<file path="config.mk">
export PLATFORM = sky130hd
export DESIGN_NAME = sio_chan_regs
export DESIGN_NICKNAME = d
export VERILOG_FILES = /design/src/rtl/sio_chan_regs.sv
export SDC_FILE = /design/constraint.sdc
export NUM_CORES = 1
export LEC_CHECK = 0
export BUFFER_PORTS_ARGS = -buffer_cell sky130_fd_sc_hd__buf_2
export CAP_MARGIN = 0
export CORE_MARGIN = 5
export CORE_UTILIZATION = 40
export DETAILED_ROUTE_END_ITERATION = 16
export PLACE_DENSITY = 0.77
export RECOVER_POWER = 25
export SETUP_SLACK_MARGIN = 0.02
export SLEW_MARGIN = 30
export SYNTH_ARGS = -nofsm -noshare
export SYNTH_HDL_FRONTEND = slang
export SYNTH_SLANG_ARGS = --single-unit
</file>
<file path="constraint.sdc">
create_clock -name clk -period 1.7 [get_ports clk]
set_input_delay 0 -clock clk [delete_from_list [all_inputs] [get_ports clk]]
set_output_delay 0 -clock clk [all_outputs]
set_load 0.005 [all_outputs]
</file>
<file path="src/rtl/sio_chan_regs.sv">
module sio_chan_regs (
  input  logic       clk,
  input  logic       rst_n,
  input  logic       bus_sel,
  input  logic       bus_wr,
  input  logic       bus_rd,
  input  logic [1:0] bus_addr,
  input  logic [7:0] bus_wdata,
  output logic [7:0] bus_rdata,
  input  logic       rx_ready,
  input  logic       rx_full,
  input  logic       tx_ready,
  input  logic       tx_empty,
  input  logic       ovr_evt,
  input  logic       par_evt,
  input  logic       frm_evt,
  input  logic       brk_evt,
  input  logic [7:0] rx_byte,
  output logic       tx_load,
  output logic [7:0] tx_byte,
  output logic       rx_take,
  output logic [1:0] word_len,
  output logic       par_en,
  output logic       par_odd,
  output logic       two_stop,
  output logic [2:0] baud_mode,
  output logic       deep_fifo,
  output logic       tx_half_trig,
  output logic [3:0] rx_rate,
  output logic [3:0] tx_rate,
  output logic       rx_en,
  output logic       tx_en,
  output logic       break_on,
  output logic       rx_rst,
  output logic       tx_rst,
  output logic       err_clr,
  output logic       brk_chg_clr
);

  localparam logic [1:0] PT_MR0 = 2'd0;
  localparam logic [1:0] PT_MR1 = 2'd1;
  localparam logic [1:0] PT_MR2 = 2'd2;

  localparam logic [3:0] OP_PTR1   = 4'd1;
  localparam logic [3:0] OP_RXRST  = 4'd2;
  localparam logic [3:0] OP_TXRST  = 4'd3;
  localparam logic [3:0] OP_ERRCLR = 4'd4;
  localparam logic [3:0] OP_BRKCLR = 4'd5;
  localparam logic [3:0] OP_BRKON  = 4'd6;
  localparam logic [3:0] OP_BRKOFF = 4'd7;
  localparam logic [3:0] OP_PTR0   = 4'd11;

  logic [7:0] mr0, mr1, mr2, clk_sel;
  logic [1:0] ptr;
  logic [3:0] err_flags;
  logic       rx_en_nx, tx_en_nx, brk_nx;

  wire wr_any  = bus_sel & bus_wr;
  wire wr_mode = wr_any & (bus_addr == 2'd0);
  wire wr_csel = wr_any & (bus_addr == 2'd1);
  wire wr_cmd  = wr_any & (bus_addr == 2'd2);
  wire [3:0] op = bus_wdata[7:4];
  wire op_errclr = wr_cmd & (op == OP_ERRCLR);

  assign tx_load = wr_any & (bus_addr == 2'd3);
  assign tx_byte = bus_wdata;
  assign rx_take = bus_sel & bus_rd & (bus_addr == 2'd3);

  assign word_len     = mr1[1:0];
  assign par_en       = ~mr1[4];
  assign par_odd      = mr1[2];
  assign two_stop     = mr2[3];
  assign baud_mode    = mr0[2:0];
  assign deep_fifo    = mr0[3];
  assign tx_half_trig = mr0[4];
  assign rx_rate      = clk_sel[7:4];
  assign tx_rate      = clk_sel[3:0];

  always_comb begin
    rx_en_nx = rx_en;
    tx_en_nx = tx_en;
    brk_nx   = break_on;
    if (wr_cmd) begin
      if (op == OP_RXRST) rx_en_nx = 1'b0;
      if (op == OP_TXRST) begin
        tx_en_nx = 1'b0;
        brk_nx   = 1'b0;
      end
      if (op == OP_BRKON)  brk_nx = 1'b1;
      if (op == OP_BRKOFF) brk_nx = 1'b0;
      if (bus_wdata[0]) rx_en_nx = 1'b1;
      if (bus_wdata[1]) rx_en_nx = 1'b0;
      if (bus_wdata[2]) tx_en_nx = 1'b1;
      if (bus_wdata[3]) tx_en_nx = 1'b0;
    end
  end

  always_ff @(posedge clk or negedge rst_n) begin
    if (!rst_n) begin
      mr0 <= '0; mr1 <= '0; mr2 <= '0; clk_sel <= '0;
      ptr <= PT_MR1;
      rx_en <= 1'b0; tx_en <= 1'b0; break_on <= 1'b0;
      err_flags <= '0;
      rx_rst <= 1'b0; tx_rst <= 1'b0; err_clr <= 1'b0; brk_chg_clr <= 1'b0;
    end else begin
      if (wr_mode) begin
        case (ptr)
          PT_MR0:  begin mr0 <= bus_wdata; ptr <= PT_MR1; end
          PT_MR1:  begin mr1 <= bus_wdata; ptr <= PT_MR2; end
          default: mr2 <= bus_wdata;
        endcase
      end
      if (wr_cmd && op == OP_PTR1) ptr <= PT_MR1;
      if (wr_cmd && op == OP_PTR0) ptr <= PT_MR0;
      if (wr_csel) clk_sel <= bus_wdata;
      rx_en    <= rx_en_nx;
      tx_en    <= tx_en_nx;
      break_on <= brk_nx;
      if (op_errclr) err_flags <= '0;
      else           err_flags <= err_flags | {brk_evt, frm_evt, par_evt, ovr_evt};
      rx_rst      <= wr_cmd & (op == OP_RXRST);
      tx_rst      <= wr_cmd & (op == OP_TXRST);
      err_clr     <= op_errclr;
      brk_chg_clr <= wr_cmd & (op == OP_BRKCLR);
    end
  end

  always_comb begin
    bus_rdata = 8'h00;
    if (bus_sel && bus_rd) begin
      case (bus_addr)
        2'd0: bus_rdata = (ptr == PT_MR0) ? mr0 : (ptr == PT_MR1) ? mr1 : mr2;
        2'd1: bus_rdata = {err_flags, tx_empty, tx_ready, rx_full, rx_ready};
        2'd3: bus_rdata = rx_byte;
        default: bus_rdata = 8'h00;
      endcase
    end
  end

endmodule

</file>
---- Yosys cells after proc, flatten, opt, wreduce, memory -nomap -nowiden ----
Cells that the tools add are included.
word-level totals
  output and inout port bits .............. 43
  flip-flop bits (word level) ............. 45
  input port bits ......................... 31
cells by class
  mux-type cells .......................... 17
  bitwise operators ....................... 14
  reductions and logical operators ........ 18
  equality and inequality tests ........... 12
operators by type and width
  cell                number
  $mux 8              3
  $pmux 8 s3          1
  $eq 4x3->1 const B  4
  $reduce_and 2->1    7
  $reduce_bool 3->1   4
  $and 1x1->1         11
  $eq 4x2->1 const B  2
  $mux 1              8
  $mux 2              3
  $eq 2x1->1 const B  2
  $eq 2x2->1 const B  2
  $eq 4x1->1 const B  1
  $eq 4x4->1 const B  1
  $logic_not 2->1     2
  $mux 4              1
  $or 4x4->4          1
  $pmux 2 s2          1
  $reduce_bool 4->1   1
  $logic_and 1x1->1   3
  $not 1->1           2
  $reduce_or 2->1     1

---- Longest topological paths before layout ----
  depth in word-level cells ............... 5
  mapped depth ............................ 5

---- Worst setup path after synthesis ----
OpenSTA, ideal clock, no wires.
  path kind ............................... reg-to-reg
  from .................................... reg ptr[1]
  to ...................................... reg mr0[0]
  setup slack ............................. 313 ps
  path buffers ............................ 0
  arrival time ............................ 1263 ps
  stages on the path, launching flop included .. 3
  setup time .............................. 125 ps
  data required time ...................... 1575 ps
  path through ............................ dfrtp_1 nor4_4 mux2_2
between the ends
  longest elaborated chain between the ends .. 2
RTL lines
  element                     RTL line  source
  from (decl)                 54        logic [1:0] ptr;
  from (signal assigned)      101       ptr <= PT_MR1;
  from (signal assigned)      108       PT_MR0: begin mr0 <= bus_wdata; ptr <= PT_MR1; end
  from (signal assigned)      109       PT_MR1: begin mr1 <= bus_wdata; ptr <= PT_MR2; end
  $logic_not 2->1             107       case (ptr)
  $reduce_and 2->1 (no line)  n/a
  to (signal assigned)        100       mr0 <= '0; mr1 <= '0; mr2 <= '0; clk_sel <= '0;
  to (signal assigned)        108
  to (decl)                   53        logic [7:0] mr0, mr1, mr2, clk_sel;
No other way between the ends.
A chain may end at the register's enable or synchronous reset.

---- Worst setup path in the final report ----
  from .................................... reg ptr[0]
  to ...................................... out bus_rdata[6]
between the ends
  longest elaborated chain between the ends .. 5
  elaborated cells between the ends (all ways) .. 6
RTL lines
  element       RTL line  source
  $eq 2x1->1    132       2'd0: bus_rdata = (ptr == PT_MR0) ? mr0 : (ptr == PT_MR1) ? mr1 : mr2;
  $mux 8        132
  $mux 8 *      132
  $pmux 8 s3 *  131       case (bus_addr)
  $mux 8 *      130       if (bus_sel && bus_rd) begin
  to (decl)     9         output logic [7:0] bus_rdata,
Mark *: on every way between the ends. The rest lies on a longest branch, timed or not.

==> flow_summary_export.csv <==
group,metric,value,unit
yosys,ys_seq_area_frac,0.5128,
setup_path,worstPathArrival,1700,ps
clocking,htreeDepth,2,
finish,fill_cells,491,
yosys,yosysTopAreaCellShare,0.5009,
worst_hold_path,hold_depth,2,
yosys,synth_area_leaders,"dfrtp_1 (50%), mux2_2 (15%), mux2i_1 (7.3%), buf_4 (4.4%), nor2_1 (3.8%)",
sta,rsz0062_at_grt,"true",
clocking,cts_buffer_depth,2,
floorplan,fp.dieH,84.14,um
drt,dr.pass1.iters,4,
setup_path,path_max_fanout,9,
sta,skew,10.71,ps
worst_hold_path,min_from,"bus_wdata[0]",
setup_path,cpMaxStageDelayCell,"dfstp_4",
setup_path,path_class,"reg -> out",
drt,m1WireLength,2501,um
yosys,synth_seq_cells,45,
sta,finalSetupTns,0,ps
yosys,synth_compound_area_frac,0.07627,
yosys,yosys.area_share.xor_xnor,0.003984,
placement,routabilityCongestion,0.8455,
global_routing,grt_pass1_wl,9135,um
setup_path,crit_family,"flip-flops",
placement,hpwlAfterDp,4060,um
power_and_ir_drop,power_density,1333,nW/um^2
setup_path,end_kind,"output pin",
power_and_ir_drop,leakage,1.298,nW
yosys,synth_top_family_by_area,"multiplexers",
sta,fin_crit_sh,0.9988,
yosys,syn_inst,191,
yosys,yosysTopAreaCell,"dfrtp_1",
global_routing,antenna_found_initial,0,
finish,fin_nets,293,
sta,setup_viol,0,
setup_path,r2r_start,"ptr[0]",
finish,drive_gt1_frac,0.4144,
sta,max-slew-margin-rel,0.2732,
drt,ant_nets,0,
worst_hold_path,hold_class,"in -> reg",
global_routing,grtUsageTotal,0.1623,
floorplan,core-area,5439,um^2
drt,routed-wl-met3,383,um
clocking,tritoncts,"built",
finish,antenna-diode-count,0,
sta,fmax,0.5890,GHz
drt,avgViaCountPerCell,5.101,
yosys,synthTopCellsByCount,"dfrtp_1 (44), mux2_2 (30), nor2_1 (22)",
run_status,run_status,"finished, final reports clean",
sta,worst_slew_pin_slew,1090,ps
floorplan,die_w,84.14,um
yosys,yosys_warnings,0,
yosys,yosysMostFrequentCell,"dfrtp_1",
global_routing,first_global_vias,1803,
yosys,synthAdderAreaFrac,0,
drt,drt_iter0_drc,65,
yosys,ys.flop_type,"dfrtp_1",
setup_path,worstSetupStartpointType,"register",
setup_path,crit_buf_inv,1,
drt,wl_per_cell,16.59,um
clocking,clk-insertion-delay-late,300,ps
floorplan,num_io_pins,74,
yosys,netlist_area,2198,um^2
job,max_cap_viol_count,0,
placement,dpl_worst_slack,218.7,ps
yosys,async_reset_ff_frac,1.000,
yosys,synth_fp_nets,222,
yosys,synth_cell_types,33,
sta,slew_violations,0,
floorplan,dieArea,7079,um^2
placement,io_buffers,73,
yosys,synthMuxAreaShare,0.2265,
clocking,cts.clk_slew.worst_paths,90,ps
setup_path,cp_data_required_time,1700,ps
global_routing,gr-total-overflow,0,
finish,final_util,0.5036,
yosys,synth.avg_cell_area,11.51,um^2
floorplan,start_util,0.4042,
drt,dr_wl_met2,2517,um
global_routing,grt_max_degree,46,
clocking,root_buffer,"clkbuf_8",
yosys,synth_edf_count,0,
setup_path,cp.depth,5,
clocking,clkSinkCount,45,
power_and_ir_drop,peakVddDrop,459.2,uV
sta,finalCriticalPeriod,1698,ps
clocking,cts_made_buffers,5,
setup_path,reg2reg_depth,4,
sta,hold_violations,0,
sta,worst_slack,2.106,ps
drt,top_layer,"met4",
drt,routed_wl,5559,um
finish,syn_to_final_growth,24.59,%
setup_path,startpoint,"ptr[0]",
setup_path,crit_chain,"mux2i_1, nor2_1, a21oi_1, o22ai_1, buf_2",
setup_path,slowest_delay,700,ps
drt,drc,0,
yosys,synthSimpleGateAreaFrac,0.1121,
drt,vias,1709,
floorplan,core.rowCount,27,
==> cell type report <==
cell class,instances,area [um^2],share of cell area
inverters,4,15.01,0.005482
multi-input cells,120,928.4,0.3390
clock inverters,2,37.54,0.01370
repair buffers,86,454.2,0.1658
clock buffers,6,82.58,0.03015
flip-flops and latches,45,1131,0.4130
well taps,72,90.09,0.03289
==> metal layers <==
layer,vias to the layer above,GRT usage
li1,803,-
met1,833,0.2145
met2,62,0.2475
met3,11,0.05397
met4,0,0.06140
met5,-,0
==> what timing repair did <==
action	4_1_cts	5_1_grt
endpoints found under the setup margin	8	15
hold buffers	7	0
setup buffers	1	0
gates cloned	0	0
hold endpoints to repair	50	0
resized for setup	1	3
==> through the flow <==
stage	power, mW	area (um^2)	hold WS [ps]	cells
2_1_floorplan	2.393	2198	-295.6	191
3_3_place_gp	2.712	2556	115.0	319
3_5_place_dp	2.767	2556	122.2	319
4_1_cts	3.659	2758	0.4917	335
5_1_grt	3.872	2739	21.40	335
6_report	3.651	2739	2.664	335
==> layout by cell type (no fill, tap or decap), types with 2 or more instances in the layout <==
master	Yosys	layout
nor3b_1	2	2
clkbuf_8	0	6
clkbuf_1	6	18
buf_4	13	2
mux2_2	30	30
buf_2	3	57
nand2_1	6	6
dfrtp_1	44	44
dlygate4sd3_1	0	7
o21ai_0	3	3
a21oi_1	11	9
inv_1	4	4
nand4b_1	2	2
mux2i_1	16	16
o22ai_1	8	8
a21oi_2	0	2
nor2_1	22	22
nand3_1	3	3
==> registers in the layout, indices dropped and copies added, names as in the netlist, 2 cells and up <==
signal and cells:
clk_sel 8, mr0 8, mr1 8, mr2 8, err_flags 4, ptr 2
==> final timing paths <==
kind	endpoint	slack, ps
max	bus_rdata[6]	2
min	clk_sel[0]	3
max reg2reg	mr0[5]	100
min reg2reg	clk_sel[5]	500
max in group asynchronous	mr1[7]	520
min in group asynchronous	clk_sel[0]	510
==> cells by family after synthesis <==
| family | after synthesis |
|---|---|
| flops | 45 |
| buf+inv | 26 |
| simple gates | 45 |
| mux | 46 |
| xor+xnor | 1 |
| compound gates | 28 |
==> power breakdown <==
| part | switching, mW | total (mW) | internal [mW] |
|---|---|---|---|
| clock | 0.381 | 0.859 | 0.478 |
| combinational | 0.506 | 1.11 | 0.603 |
| sequential | 0.265 | 1.68 | 1.42 |
| total | 1.15 | 3.65 | 2.50 |
(Power assumes the default switching activity.)
